==> src/rtl/rv_alu_pkg.sv <==
`timescale 1ns/1ps
package rv_alu_pkg;

  typedef enum logic [2:0] {
    OP_ADD  = 3'b000,
    OP_SLL  = 3'b001,
    OP_SLT  = 3'b010,
    OP_SLTU = 3'b011,
    OP_XOR  = 3'b100,
    OP_SRX  = 3'b101,
    OP_OR   = 3'b110,
    OP_AND  = 3'b111
  } alu_op_e;

  function automatic logic op_is_shift(alu_op_e op);
    return (op == OP_SLL) || (op == OP_SRX);
  endfunction

endpackage

==> src/rtl/rv_alu_opsel.sv <==
`timescale 1ns/1ps
module rv_alu_opsel
  import rv_alu_pkg::*;
(
  input  logic       op_en,
  input  logic [2:0] op_code,
  input  logic       qual,
  output alu_op_e    eff_op,
  output logic       eff_qual,
  output logic       eff_shift,
  output logic       shift_left,
  output logic       shift_arith
);

  always_comb begin
    if (op_en) begin
      eff_op   = alu_op_e'(op_code);
      eff_qual = qual;
    end else begin
      eff_op   = OP_ADD;
      eff_qual = 1'b0;
    end
    eff_shift   = op_is_shift(eff_op);
    shift_left  = (eff_op == OP_SLL);
    shift_arith = (eff_op == OP_SRX) && eff_qual;
  end

endmodule

==> src/rtl/rv_alu_comb.sv <==
`timescale 1ns/1ps
module rv_alu_comb
  import rv_alu_pkg::*;
#(
  parameter int W = 32
) (
  input  logic [W-1:0] a,
  input  logic [W-1:0] b,
  input  alu_op_e      op,
  input  logic         qual,
  output logic [W-1:0] y
);

  logic         sub_en;
  logic [W:0]   sum_x;
  logic         lt_signed;
  logic         lt_unsigned;

  always_comb begin
    sub_en      = ((op == OP_ADD) && qual) || (op == OP_SLT) || (op == OP_SLTU);
    sum_x       = {1'b0, a} + {1'b0, (b ^ {W{sub_en}})} + {{W{1'b0}}, sub_en};
    lt_unsigned = ~sum_x[W];
    lt_signed   = (a[W-1] ^ b[W-1]) ? a[W-1] : sum_x[W-1];
  end

  always_comb begin
    unique case (op)
      OP_ADD:  y = sum_x[W-1:0];
      OP_SLT:  y = {{(W-1){1'b0}}, lt_signed};
      OP_SLTU: y = {{(W-1){1'b0}}, lt_unsigned};
      OP_XOR:  y = a ^ b;
      OP_OR:   y = a | b;
      OP_AND:  y = a & b;
      default: y = {W{1'b0}};
    endcase
  end

endmodule

==> src/rtl/rv_alu_serial_shift.sv <==
`timescale 1ns/1ps
module rv_alu_serial_shift #(
  parameter int W  = 32,
  parameter int SW = $clog2(W)
) (
  input  logic          clk,
  input  logic          rst_n,
  input  logic          start,
  input  logic          is_shift,
  input  logic          dir_left,
  input  logic          arith,
  input  logic [W-1:0]  din,
  input  logic [SW-1:0] amt,
  output logic [W-1:0]  q,
  output logic          busy
);

  logic [W-1:0]  sh_q,   sh_d;
  logic [SW-1:0] cnt_q,  cnt_d;
  logic          busy_q, busy_d;
  logic          left_q, left_d;
  logic          ar_q,   ar_d;
  logic          accept;
  logic          upd_en;

  assign accept = start && is_shift && !busy_q;
  assign upd_en = busy_q || accept;

  always_comb begin
    sh_d   = sh_q;
    cnt_d  = cnt_q;
    busy_d = busy_q;
    left_d = left_q;
    ar_d   = ar_q;
    if (busy_q) begin
      if (left_q) sh_d = {sh_q[W-2:0], 1'b0};
      else        sh_d = {ar_q & sh_q[W-1], sh_q[W-1:1]};
      cnt_d = cnt_q - 1'b1;
      if (cnt_q == SW'(1)) busy_d = 1'b0;
    end else if (accept) begin
      sh_d   = din;
      cnt_d  = amt;
      busy_d = (amt != '0);
      left_d = dir_left;
      ar_d   = arith;
    end
  end

  always_ff @(posedge clk or negedge rst_n) begin
    if (!rst_n) begin
      sh_q   <= '0;
      cnt_q  <= '0;
      busy_q <= 1'b0;
      left_q <= 1'b0;
      ar_q   <= 1'b0;
    end else if (upd_en) begin
      sh_q   <= sh_d;
      cnt_q  <= cnt_d;
      busy_q <= busy_d;
      left_q <= left_d;
      ar_q   <= ar_d;
    end
  end

  assign q    = sh_q;
  assign busy = busy_q;

  assert_busy_rise_R6: assert property (@(posedge clk) disable iff (!rst_n)
    (start && is_shift && !busy && amt != '0) |=> busy);
  assert_busy_count_R6: assert property (@(posedge clk) disable iff (!rst_n)
    busy |-> (cnt_q != '0));
  assert_zero_amt_R7: assert property (@(posedge clk) disable iff (!rst_n)
    (start && is_shift && !busy && amt == '0) |=> (!busy && q == $past(din)));
  assert_ignore_start_R8: assert property (@(posedge clk) disable iff (!rst_n)
    busy |=> (cnt_q == $past(cnt_q) - 1'b1) && $stable(left_q) && $stable(ar_q));
  assert_hold_R10: assert property (@(posedge clk) disable iff (!rst_n)
    (!busy && !(start && is_shift)) |=> $stable(q));

endmodule

==> src/rtl/rv_int_alu.sv <==
`timescale 1ns/1ps
module rv_int_alu
  import rv_alu_pkg::*;
#(
  parameter int XLEN = 32,
  localparam int SHW = $clog2(XLEN)
) (
  input  logic            clk,
  input  logic            rst_n,
  input  logic            start,
  input  logic            op_en,
  input  logic [2:0]      op_code,
  input  logic            qual,
  input  logic [XLEN-1:0] opa,
  input  logic [XLEN-1:0] opb,
  output logic [XLEN-1:0] result,
  output logic            busy
);

  alu_op_e         eff_op;
  logic            eff_qual;
  logic            eff_shift;
  logic            shift_left;
  logic            shift_arith;
  logic [XLEN-1:0] comb_y;
  logic [XLEN-1:0] shift_y;

  rv_alu_opsel u_opsel (
    .op_en       (op_en),
    .op_code     (op_code),
    .qual        (qual),
    .eff_op      (eff_op),
    .eff_qual    (eff_qual),
    .eff_shift   (eff_shift),
    .shift_left  (shift_left),
    .shift_arith (shift_arith)
  );

  rv_alu_comb #(.W(XLEN)) u_comb (
    .a    (opa),
    .b    (opb),
    .op   (eff_op),
    .qual (eff_qual),
    .y    (comb_y)
  );

  rv_alu_serial_shift #(.W(XLEN), .SW(SHW)) u_shift (
    .clk      (clk),
    .rst_n    (rst_n),
    .start    (start),
    .is_shift (eff_shift),
    .dir_left (shift_left),
    .arith    (shift_arith),
    .din      (opa),
    .amt      (opb[SHW-1:0]),
    .q        (shift_y),
    .busy     (busy)
  );

  assign result = eff_shift ? shift_y : comb_y;

  assert_force_add_R1: assert property (@(posedge clk) disable iff (!rst_n)
    !op_en |-> (result == opa + opb));
  assert_slt_range_R3: assert property (@(posedge clk) disable iff (!rst_n)
    (op_en && (op_code == 3'b010 || op_code == 3'b011)) |-> (result[XLEN-1:1] == '0));

endmodule

==> config.mk <==
export PLATFORM = sky130hd
export DESIGN_NAME = rv_int_alu
export DESIGN_NICKNAME = d
export VERILOG_FILES = /design/src/rtl/rv_alu_pkg.sv /design/src/rtl/rv_alu_opsel.sv /design/src/rtl/rv_alu_comb.sv /design/src/rtl/rv_alu_serial_shift.sv /design/src/rtl/rv_int_alu.sv
export SDC_FILE = /design/constraint.sdc
export NUM_CORES = 1
export LEC_CHECK = 0
export ABC_AREA = 1
export BUFFER_PORTS_ARGS = -buffer_cell sky130_fd_sc_hd__buf_2
export CAP_MARGIN = 20
export CORE_ASPECT_RATIO = 0.5
export CORE_MARGIN = 3
export CORE_UTILIZATION = 50
export DETAILED_ROUTE_END_ITERATION = 8
export PLACE_DENSITY = 0.71
export SLEW_MARGIN = 20
export SYNTH_ARGS = -nofsm -noshare
export SYNTH_HDL_FRONTEND = slang
export SYNTH_HIERARCHICAL = 1
export SYNTH_SLANG_ARGS = --single-unit
==> constraint.sdc <==
create_clock -name clk -period 4.4 [get_ports clk]
set_clock_uncertainty 0.05 [all_clocks]
set_input_delay 0.88 -clock clk [delete_from_list [all_inputs] [get_ports clk]]
set_output_delay 0.88 -clock clk [all_outputs]
set_load 0.1 [all_outputs]
Yosys cells after proc, flatten, opt, wreduce, memory -nomap -nowiden
Cells that the tools add are included.
- output and inout port bits: 33
- bits in registers: 40
- bits of input ports: 72
- add/sub/neg operators: 3
- bitwise operators: 8
- equal/unequal tests: 8
- reduce and logical (&&, ||, !) cells: 14
- multiplexer cells: 13
- operators with widths (kind ; number):
    $pmux W32 S6 ; 1
    $mux W32 ; 4
    $xor A32 B32 Y32 ; 2
    $add A32 B32 Y33 ; 1
    $add A33 B1 Y33 ; 1
    $and A32 B32 Y32 ; 1
    $or A32 B32 Y32 ; 1
    $eq A3 B3 Y1 const B ; 4
    $mux W5 ; 2
    $eq A3 B2 Y1 const B ; 2
    $eq A5 B1 Y1 const B ; 1
    $mux W1 ; 5
    $reduce_bool A5 Y1 ; 1
    $sub A5 B1 Y5 const B ; 1
    $logic_and A1 B1 Y1 ; 4
    $logic_or A1 B1 Y1 ; 4
    $eq A3 B1 Y1 const B ; 1
    $logic_not A3 Y1 ; 1
    $mux W3 ; 1
    $reduce_and A3 Y1 ; 1
    $not A1 Y1 ; 2
    $reduce_and A2 Y1 ; 1
    $reduce_bool A2 Y1 ; 1
    $and A1 B1 Y1 ; 1
    other kinds (2) ; 2

Longest topological paths before layout
Gate-level depths: netlist (run 1).
- depth after elaboration: 11
- gate-level depth with buffers: 25

Cells and area by module
Netlist (run 1), hierarchy kept.
- modules (own cells, without submodules) (module ; cells an instance ; times used ; area each (um2)):
    rv_alu_comb ; 693 ; 1 ; 4206.5
    rv_alu_serial_shift ; 339 ; 1 ; 2388.5
    rv_int_alu ; 104 ; 1 ; 491.7
    rv_alu_opsel ; 14 ; 1 ; 60.1

Worst setup path after synthesis (run 1)
Ideal clock, no wire load.
- kind: input to output
- start: in op_code[0]
- end: out result[0]
- setup slack: -0.161 ns
- stages: 19
- required time: 3.470 ns
- path buffers: 1
- data arrival time: 3.631 ns
- cells stage by stage: nand2_1 > inv_1 > inv_2 > nand2_1 > nand2_2 > nand2_1 > buf_2 > xor2_1 > ha_1 > a21o_1 > a21oi_2 > o21ai_1 > a31oi_1 > nand3_1 > nand3_1 > nand2_1 > nand2_1 > nand2_2 > nand2_1
- word-level cells in the longest chain between the ends: 11
- ends and longest elaborated chain (what ; line ; source):
    start: declaration ; rv_int_alu.sv:12 ; input logic [2:0] op_code,
    $mux W3 * ; rv_alu_opsel.sv:16 ; if (op_en) begin
    via eff_op[0] ; rv_int_alu.sv:20 ; alu_op_e eff_op;
    $logic_not A3 Y1 ; rv_alu_comb.sv:20, rv_alu_comb.sv:27 ;
    $logic_and A1 B1 Y1 ; rv_alu_comb.sv:20 ; sub_en = ((op == OP_ADD) && qual) || (op == OP_SLT) || (op == OP_SLTU);
    $logic_or A1 B1 Y1 (2 in a row) ; rv_alu_comb.sv:20 ;
    $xor A32 B32 Y32 ; rv_alu_comb.sv:21 ; sum_x = {1'b0, a} + {1'b0, (b ^ {W{sub_en}})} + {{W{1'b0}}, sub_en};
    $add A32 B32 Y33 ; rv_alu_comb.sv:21 ;
    $add A33 B1 Y33 ; rv_alu_comb.sv:21 ;
    $mux W1 / $not A1 Y1 (equally long branches) ; rv_alu_comb.sv:23, rv_alu_comb.sv:22 ;
    $pmux W32 S6 * ; rv_alu_comb.sv:27 ; unique case (op)
    via comb_y[0] ; rv_int_alu.sv:25 ; logic [XLEN-1:0] comb_y;
    $mux W32 * ; rv_int_alu.sv:60 ; assign result = eff_shift ? shift_y : comb_y;
    end: declaration ; rv_int_alu.sv:16 ; output logic [XLEN-1:0] result,
Mark *: on every way through the listed nets, which the timed path passes. The rest lies on a longest branch.

Worst setup path in the final report (run 1)
- start: in op_en
- end: out result[26]
- word-level cells in the longest chain between the ends: 10
- ends and longest elaborated chain (what ; line ; source):
    start: declaration ; rv_int_alu.sv:11 ; input logic op_en,
    $mux W3 * ; rv_alu_opsel.sv:16 ;
    via eff_op[0] ; rv_int_alu.sv:20 ;
    $logic_not A3 Y1 ; rv_alu_comb.sv:20, rv_alu_comb.sv:27 ;
    $logic_and A1 B1 Y1 ; rv_alu_comb.sv:20 ;
    $logic_or A1 B1 Y1 (2 in a row) ; rv_alu_comb.sv:20 ;
    $xor A32 B32 Y32 ; rv_alu_comb.sv:21 ;
    $add A32 B32 Y33 ; rv_alu_comb.sv:21 ;
    $add A33 B1 Y33 ; rv_alu_comb.sv:21 ;
    $pmux W32 S6 * ; rv_alu_comb.sv:27 ;
    via comb_y[26] ; rv_int_alu.sv:25 ;
    $mux W32 * ; rv_int_alu.sv:60 ;
Marks and branches as above.

==> results of run 1 <==
-- cell families after synthesis --
| family | count (synthesis) | share of synthesized area |
|---|---|---|
| AO/OA/AOI/OAI | 200 | 0.170 |
| AND/OR/NAND/NOR | 562 | 0.335 |
| flip-flops | 40 | 0.140 |
| adder cells (fa/ha/maj) | 102 | 0.180 |
| buffers and inverters | 214 | 0.136 |
| XOR/XNOR | 32 | 0.0392 |
-- critical path: stages --
cell and delay [ns]:
buf_8 0.11, nand2_4 0.06, inv_2 0.04, inv_2 0.05
nand2_2 0.06, nand2_4 0.09, nand2_8 0.10, buf_16 0.17
xor2_1 0.15, ha_2 0.40, nand2_2 0.11, buf_6 0.15
nor4_4 0.32, buf_4 0.22, nand3_4 0.09, nand3_4 0.11
nand2_2 0.07, nand2_2 0.07, nor2_2 0.04, o21ai_2 0.20
nand2_1 0.11, nand2_2 0.10, buf_12 0.17
-- flip-flops by register name (all words and copies together), names as in the netlist --
register	count
u_shift/left_q	1
u_shift/busy	1
u_shift/ar_q	1
u_shift/q	32
u_shift/cnt_q	5
-- cell usage after synthesis (all sizes together), types with 3 or more instances --
| cell type | number | area (sq um) |
|---|---|---|
| a21boi | 9 | 71.3 |
| a21o | 3 | 22.5 |
| a21oi | 69 | 372 |
| a221oi | 14 | 123 |
| a31oi | 4 | 25.0 |
| buf | 31 | 245 |
| clkbuf | 13 | 78.8 |
| dfrtp | 40 | 1000 |
| ha | 101 | 1260 |
| inv | 170 | 646 |
| nand2 | 345 | 1390 |
| nand3 | 83 | 430 |
| nand3b | 4 | 30.0 |
| nor2 | 114 | 438 |
| nor3 | 6 | 40.0 |
| o2111ai | 8 | 70.1 |
| o211ai | 3 | 22.5 |
| o21a | 5 | 37.5 |
| o21ai | 72 | 368 |
| o21bai | 7 | 56.3 |
| or2 | 5 | 31.3 |
| xor2 | 31 | 272 |
-- power groups by stage --
stage / sequential [mW] / combinational (mW) / clock (mW)
finish: 0.713 / 3.51 / 0.430
floorplan: 0.707 / 2.03 / 0
CTS: 0.705 / 3.16 / 0.432
global placement: 0.701 / 2.91 / 0
global route: 0.740 / 3.73 / 0.447
detailed placement: 0.711 / 2.98 / 0
-- timing repair --
| item | CTS | global route |
|---|---|---|
| buffers inserted | 14 | 17 |
| endpoints found under the setup margin | 27 | 28 |
| gates cloned | 2 | 0 |
| gates resized for setup | 129 | 134 |
| pin swaps | 61 | 92 |
-- layer usage --
metal,up-vias,GRT usage,wire [um]
met2,672,0.518,13200
met1,4359,0.468,12000
li1,4139,-,-
met5,-,0,0
met4,0,0.0862,1210
met3,146,0.0688,3820
-- how the worst max path moves through the flow --
stage	start	slack, ns	to
global placement	op_en	-0.29	result[0]
detailed placement	op_en	-0.39	result[0]
global route	op_en	-0.47	result[26]
CTS	op_en	-0.18	result[26]
floorplan	op_code[0]	0.007	result[8]
finish	op_en	-0.43	result[26]
-- final cells by class --
class | instances | area [sq um]
well taps | 192 | 240
fillers | 947 | 3210
diodes | 2 | 5.00
flip-flops and latches | 40 | 1000
clock buffers | 5 | 125
repair buffers | 265 | 2400
clock inverters | 3 | 42.5
inverters | 170 | 651
multi-input cells | 896 | 6110
-- through the flow --
| step | cell area, sq um | setup TNS (ns) | setup WS (ns) | hold slack (ns) | util |
|---|---|---|---|---|---|
| 6_report | 10600 | -5.29 | -0.431 | 0.410 | 0.767 |
| 5_1_grt | 10600 | -8.27 | -0.468 | 0.433 | 0.767 |
| 4_1_cts | 9910 | -2.30 | -0.180 | 0.459 | 0.720 |
| 3_5_place_dp | 9130 | -6.47 | -0.389 | 0.445 | 0.662 |
| 3_3_place_gp | 9130 | -4.21 | -0.294 | 0.411 | 0.662 |
| 2_1_floorplan | 7210 | 0 | 0.00737 | 0.393 | - |
==> run summary, run 1 <==
status -> finished with violations
failing checks -> setup timing
Total Wirelength -> 30200 um
pwr dens -> 441 nW/um^2
Setup WS post-layout -> -0.431 ns
DRT iter0 DRCs -> 1363
total global routing overflow -> 0
CP startpoint kind -> input port
CTS tree -> done
leading cell type in the layout, fill and taps excluded -> nand2_1
Yosys warnings -> 6
Worst R2R End -> u_shift/q[16]
Synthesized Nets -> 1324
Post-synth top flop -> dfrtp_1
slew margin rel. -> 0.542
initial antenna violation count -> 2
sw frac -> 0.545
Flop pwr share -> 0.153
fmax -> 207 MHz
CTS Buf Count -> 5
commonest cells after routing, fill and taps aside -> 246 x nand2_1, 151 x inv_1, 132 x buf_4
Clock power frac -> 0.092
TritonCTS Sinks -> 40
max_cap viols -> 0
reg2reg path depth -> 5
asr flop ratio synth -> 1.00
DIE HEIGHT -> 90.5 um
clock root cell -> clkbuf_16
chip width -> 175 um
P_leak -> 5.48 nW
IO Pins -> 105
synthesis-to-finish area growth -> 47.9%
reg2reg setup slack -> 2.29 ns
Crit Path Max Fanout -> 8
hold bufs inserted after CTS -> 0
CP endpoint kind -> output pin
post-synthesis cell area -> 7150 sq um
H-tree levels -> 2
CP arrival -> 3.90 ns
post-DP HPWL -> 20100 um
Initial Util -> 0.519
combinational power share -> 0.755
Int Power -> 2.12 mW
min-delay worst type -> in -> async
RSZ-0062 raised after global routing -> yes
layout cell share with drive strength beyond 1 -> 0.377
gate count of the mapped netlist -> 1150
Rows -> 30
CP Class -> in -> out
Clock Path Buffers -> 2
average via count per standard cell -> 5.92
clk_lat worst skew -> 0.29 ns
Post-synth EDFFs -> 0
endpoints failing setup -> 26
Synth Register Bits -> 40
post-synthesis area per instance -> 6.21 sq um
number of global-route vias before repair -> 8409
final hold vios -> 0
fin crit share -> 1.10
Max IR drop VDD -> 0.267 mV
Post-DRT Antenna Nets -> 0
gr usage total -> 0.332
reg-to-reg startpoint -> u_shift/busy
Worst-path clk slew -> 0.07 ns
Routed WL per cell -> 19.2 um
worst path required time -> 3.47 ns
register area share after synthesis -> 0.140
Port Buffers -> 104
core footprint -> 13800 sq um
Die Area -> 15900 sq um
layout net count -> 1552
Final Wtd Congestion -> 1.05
router iterations before antenna repair -> 6
Final Slew Violations -> 0
pin count of the biggest net entering global routing -> 41
first-pass GRT wire length -> 42900 um
Tot Pwr -> 4.66 mW
vias post-DR -> 9316
Final Non-Filler Cells -> 1573
post-route minimum period -> 4.83 ns
Placed Instances -> 1533
Netlist cell types -> 53
NetSw -> 2.54 mW
Least-Margin Pin Slew -> 0.686 ns
DRC Markers -> 0
No activity file was read; power rests on OpenSTA's default activity.
==> run 2: changes to the inputs <==
--- a/config.mk
+++ b/config.mk
@@ -15,3 +15,2 @@
 export PLACE_DENSITY = 0.71
-export SLEW_MARGIN = 20
 export SYNTH_ARGS = -nofsm -noshare
--- a/constraint.sdc
+++ b/constraint.sdc
@@ -4,2 +4,2 @@
 set_output_delay 0.88 -clock clk [all_outputs]
-set_load 0.1 [all_outputs]
+set_load 0.05 [all_outputs]
==> run 2 against run 1 <==
- the run still ends with setup timing left
- clock power about the same
- first-iteration DRC count down 17%
- largest cell class unchanged
- cell area down 3.8%
- power down 12%
- clock-buffer cell count unchanged
- die area unchanged
- combinational power down 16%
- sequential share of layout area up 0.38 points
- setup slack better by 0.27 ns
- wire length down 8.3%
- final cell count down 0.45%
==> run summary, run 2 (synthesis results as in run 1) <==
Placed Instances -> 1529
endpoints failing setup -> 18
worst path buffer plus inverter count -> 7
final hold vios -> 0
Hold Startpoint -> u_shift/ar_q
Crit Path Max Fanout -> 5
hold path cells -> 2
Final Slew Violations -> 0
Max IR drop VDD -> 0.240 mV
router iterations before antenna repair -> 6
Routed WL per cell -> 17.7 um
initial antenna violation count -> 0
vias post-DR -> 8744
Setup WS post-layout -> -0.158 ns
CP arrival -> 3.63 ns
layout net count -> 1547
clk_lat worst skew -> 0.29 ns
max_cap viols -> 0
worst path required time -> 3.47 ns
first-pass GRT wire length -> 41800 um
reg-to-reg startpoint -> u_shift/busy
average via count per standard cell -> 5.58
total global routing overflow -> 0
CP top delay family -> simple AND/OR/NAND/NOR gates
failing checks -> setup timing
CP peak stage delay -> 0.36 ns
Rows -> 30
slew margin rel. -> 0.332
CP startpoint kind -> input port
CTS Buf Count -> 5
synthesis-to-finish area growth -> 42.2%
Worst R2R End -> u_shift/q[28]
reg2reg setup slack -> 2.30 ns
layout cell share with drive strength beyond 1 -> 0.354
post-route minimum period -> 4.56 ns
Worst-path clk slew -> 0.06 ns
CP Class -> in -> out
status -> finished with violations
RSZ-0062 raised after global routing -> yes
P_leak -> 5.33 nW
clock root cell -> clkbuf_16
chip width -> 175 um
Initial Util -> 0.519
post-DP HPWL -> 20100 um
min-delay worst type -> reg -> reg
DIE HEIGHT -> 90.5 um
Post-DRT Antenna Nets -> 0
DRT iter0 DRCs -> 1136
footprint of the multi-input gates -> 6100 sq um
Least-Margin Pin Slew -> 1.00 ns
IO Pins -> 105
H-tree levels -> 2
TritonCTS Sinks -> 40
CP endpoint kind -> output pin
reg2reg path depth -> 5
hold endpoint -> u_shift/ar_q
Total Wirelength -> 27700 um
core footprint -> 13800 sq um
worst path cell trace -> buf_8, nand2_4, inv_2, inv_2, nand2_2, nand2_4, nand2_8, buf_8, xor2_2, ha_1, nand2_2, inv_2, a21boi_4, nand2_4, a21oi_4, inv_2, or2_0, nand3_1, o2111ai_2, nand2_2, nand2_2, buf_8
Die Area -> 15900 sq um
pwr dens -> 404 nW/um^2
Clock Path Buffers -> 2
number of diodes -> 0
leading cell type in the layout, fill and taps excluded -> nand2_1
Reg area -> 1000 sq um
CTS tree -> done
critical path's slowest cell -> ha_1
filler instances -> 1081
gr usage total -> 0.326
pin count of the biggest net entering global routing -> 41
hold_ws -> 0.433 ns
Tot Pwr -> 4.11 mW
Final Non-Filler Cells -> 1566
number of global-route vias before repair -> 8015
fmax -> 219 MHz
max reg flops -> 32
Final Cell Area -> 10200 sq um
Port Buffers -> 104
fin crit share -> 1.04
DRC Markers -> 0
commonest cells after routing, fill and taps aside -> 273 x nand2_1, 150 x inv_1, 142 x buf_4
Area after DPL -> 8580 sq um
Final Wtd Congestion -> 1.00
Setup TNS Final -> -1.18 ns
## run 2: changes by cell type in the layout (fill, tap and decap cells not counted), sizes merged
cell / previous run / this run
diode: 2 / 0
buf: 265 / 260
## run 2: power by group
| part | internal, mW | switching (mW) |
|---|---|---|
| clock network | 0.267 | 0.161 |
| registers | 0.560 | 0.157 |
| logic | 1.14 | 1.82 |
## run 2: timing repair
action	CTS	global route
setup endpoints to repair	27	28
buffers inserted	9	20
gates resized for setup	125	175
hold buffers	0	0
endpoints found under the hold margin	0	0
gates cloned	1	0
pin swaps	28	47
## run 2: how the worst max path moves through the flow
| stage | start | end | slack [ns] | cells after the start |
|---|---|---|---|---|
| global placement | op_en | result[30] | -0.35 | 23 |
| finish | op_en | result[9] | -0.16 | 22 |
| floorplan | op_code[0] | result[0] | 0.15 | 19 |
| CTS | op_en | result[9] | -0.08 | 21 |
| global route | op_en | result[9] | -0.31 | 22 |
| detailed placement | op_en | result[0] | -0.40 | 22 |
## run 2: through the flow
stage               worst slack (ns)   util
detailed placement            -0.399  0.623
floorplan                      0.148      -
CTS                          -0.0782  0.677
finish                        -0.158  0.738
global placement              -0.349  0.623
global route                  -0.307  0.738
## run 2: layout make-up
cell class / count / share of cell area
Tap cell: 192 / 0.0236
Inverter: 170 / 0.0635
Clock inverter: 3 / 0.00419
Timing Repair Buffer: 260 / 0.198
Sequential cell: 40 / 0.0985
Clock buffer: 5 / 0.0123
Multi-Input combinational cell: 896 / 0.600
## run 2: worst reg2reg max path, cell delays in order (launching register included)
cell	delay, ns
dfrtp_1	0.36
buf_4	0.27
inv_2	0.60
nand2_4	0.38
nor2_1	0.25
a21oi_1	0.06
## run 2: metal layers
metal,track usage,up-vias,share of wire
met4,0.0537,0,0.015
li1,-,4114,-
met5,0,-,0
met2,0.490,493,0.43
met3,0.0655,49,0.12
met1,0.487,4088,0.44
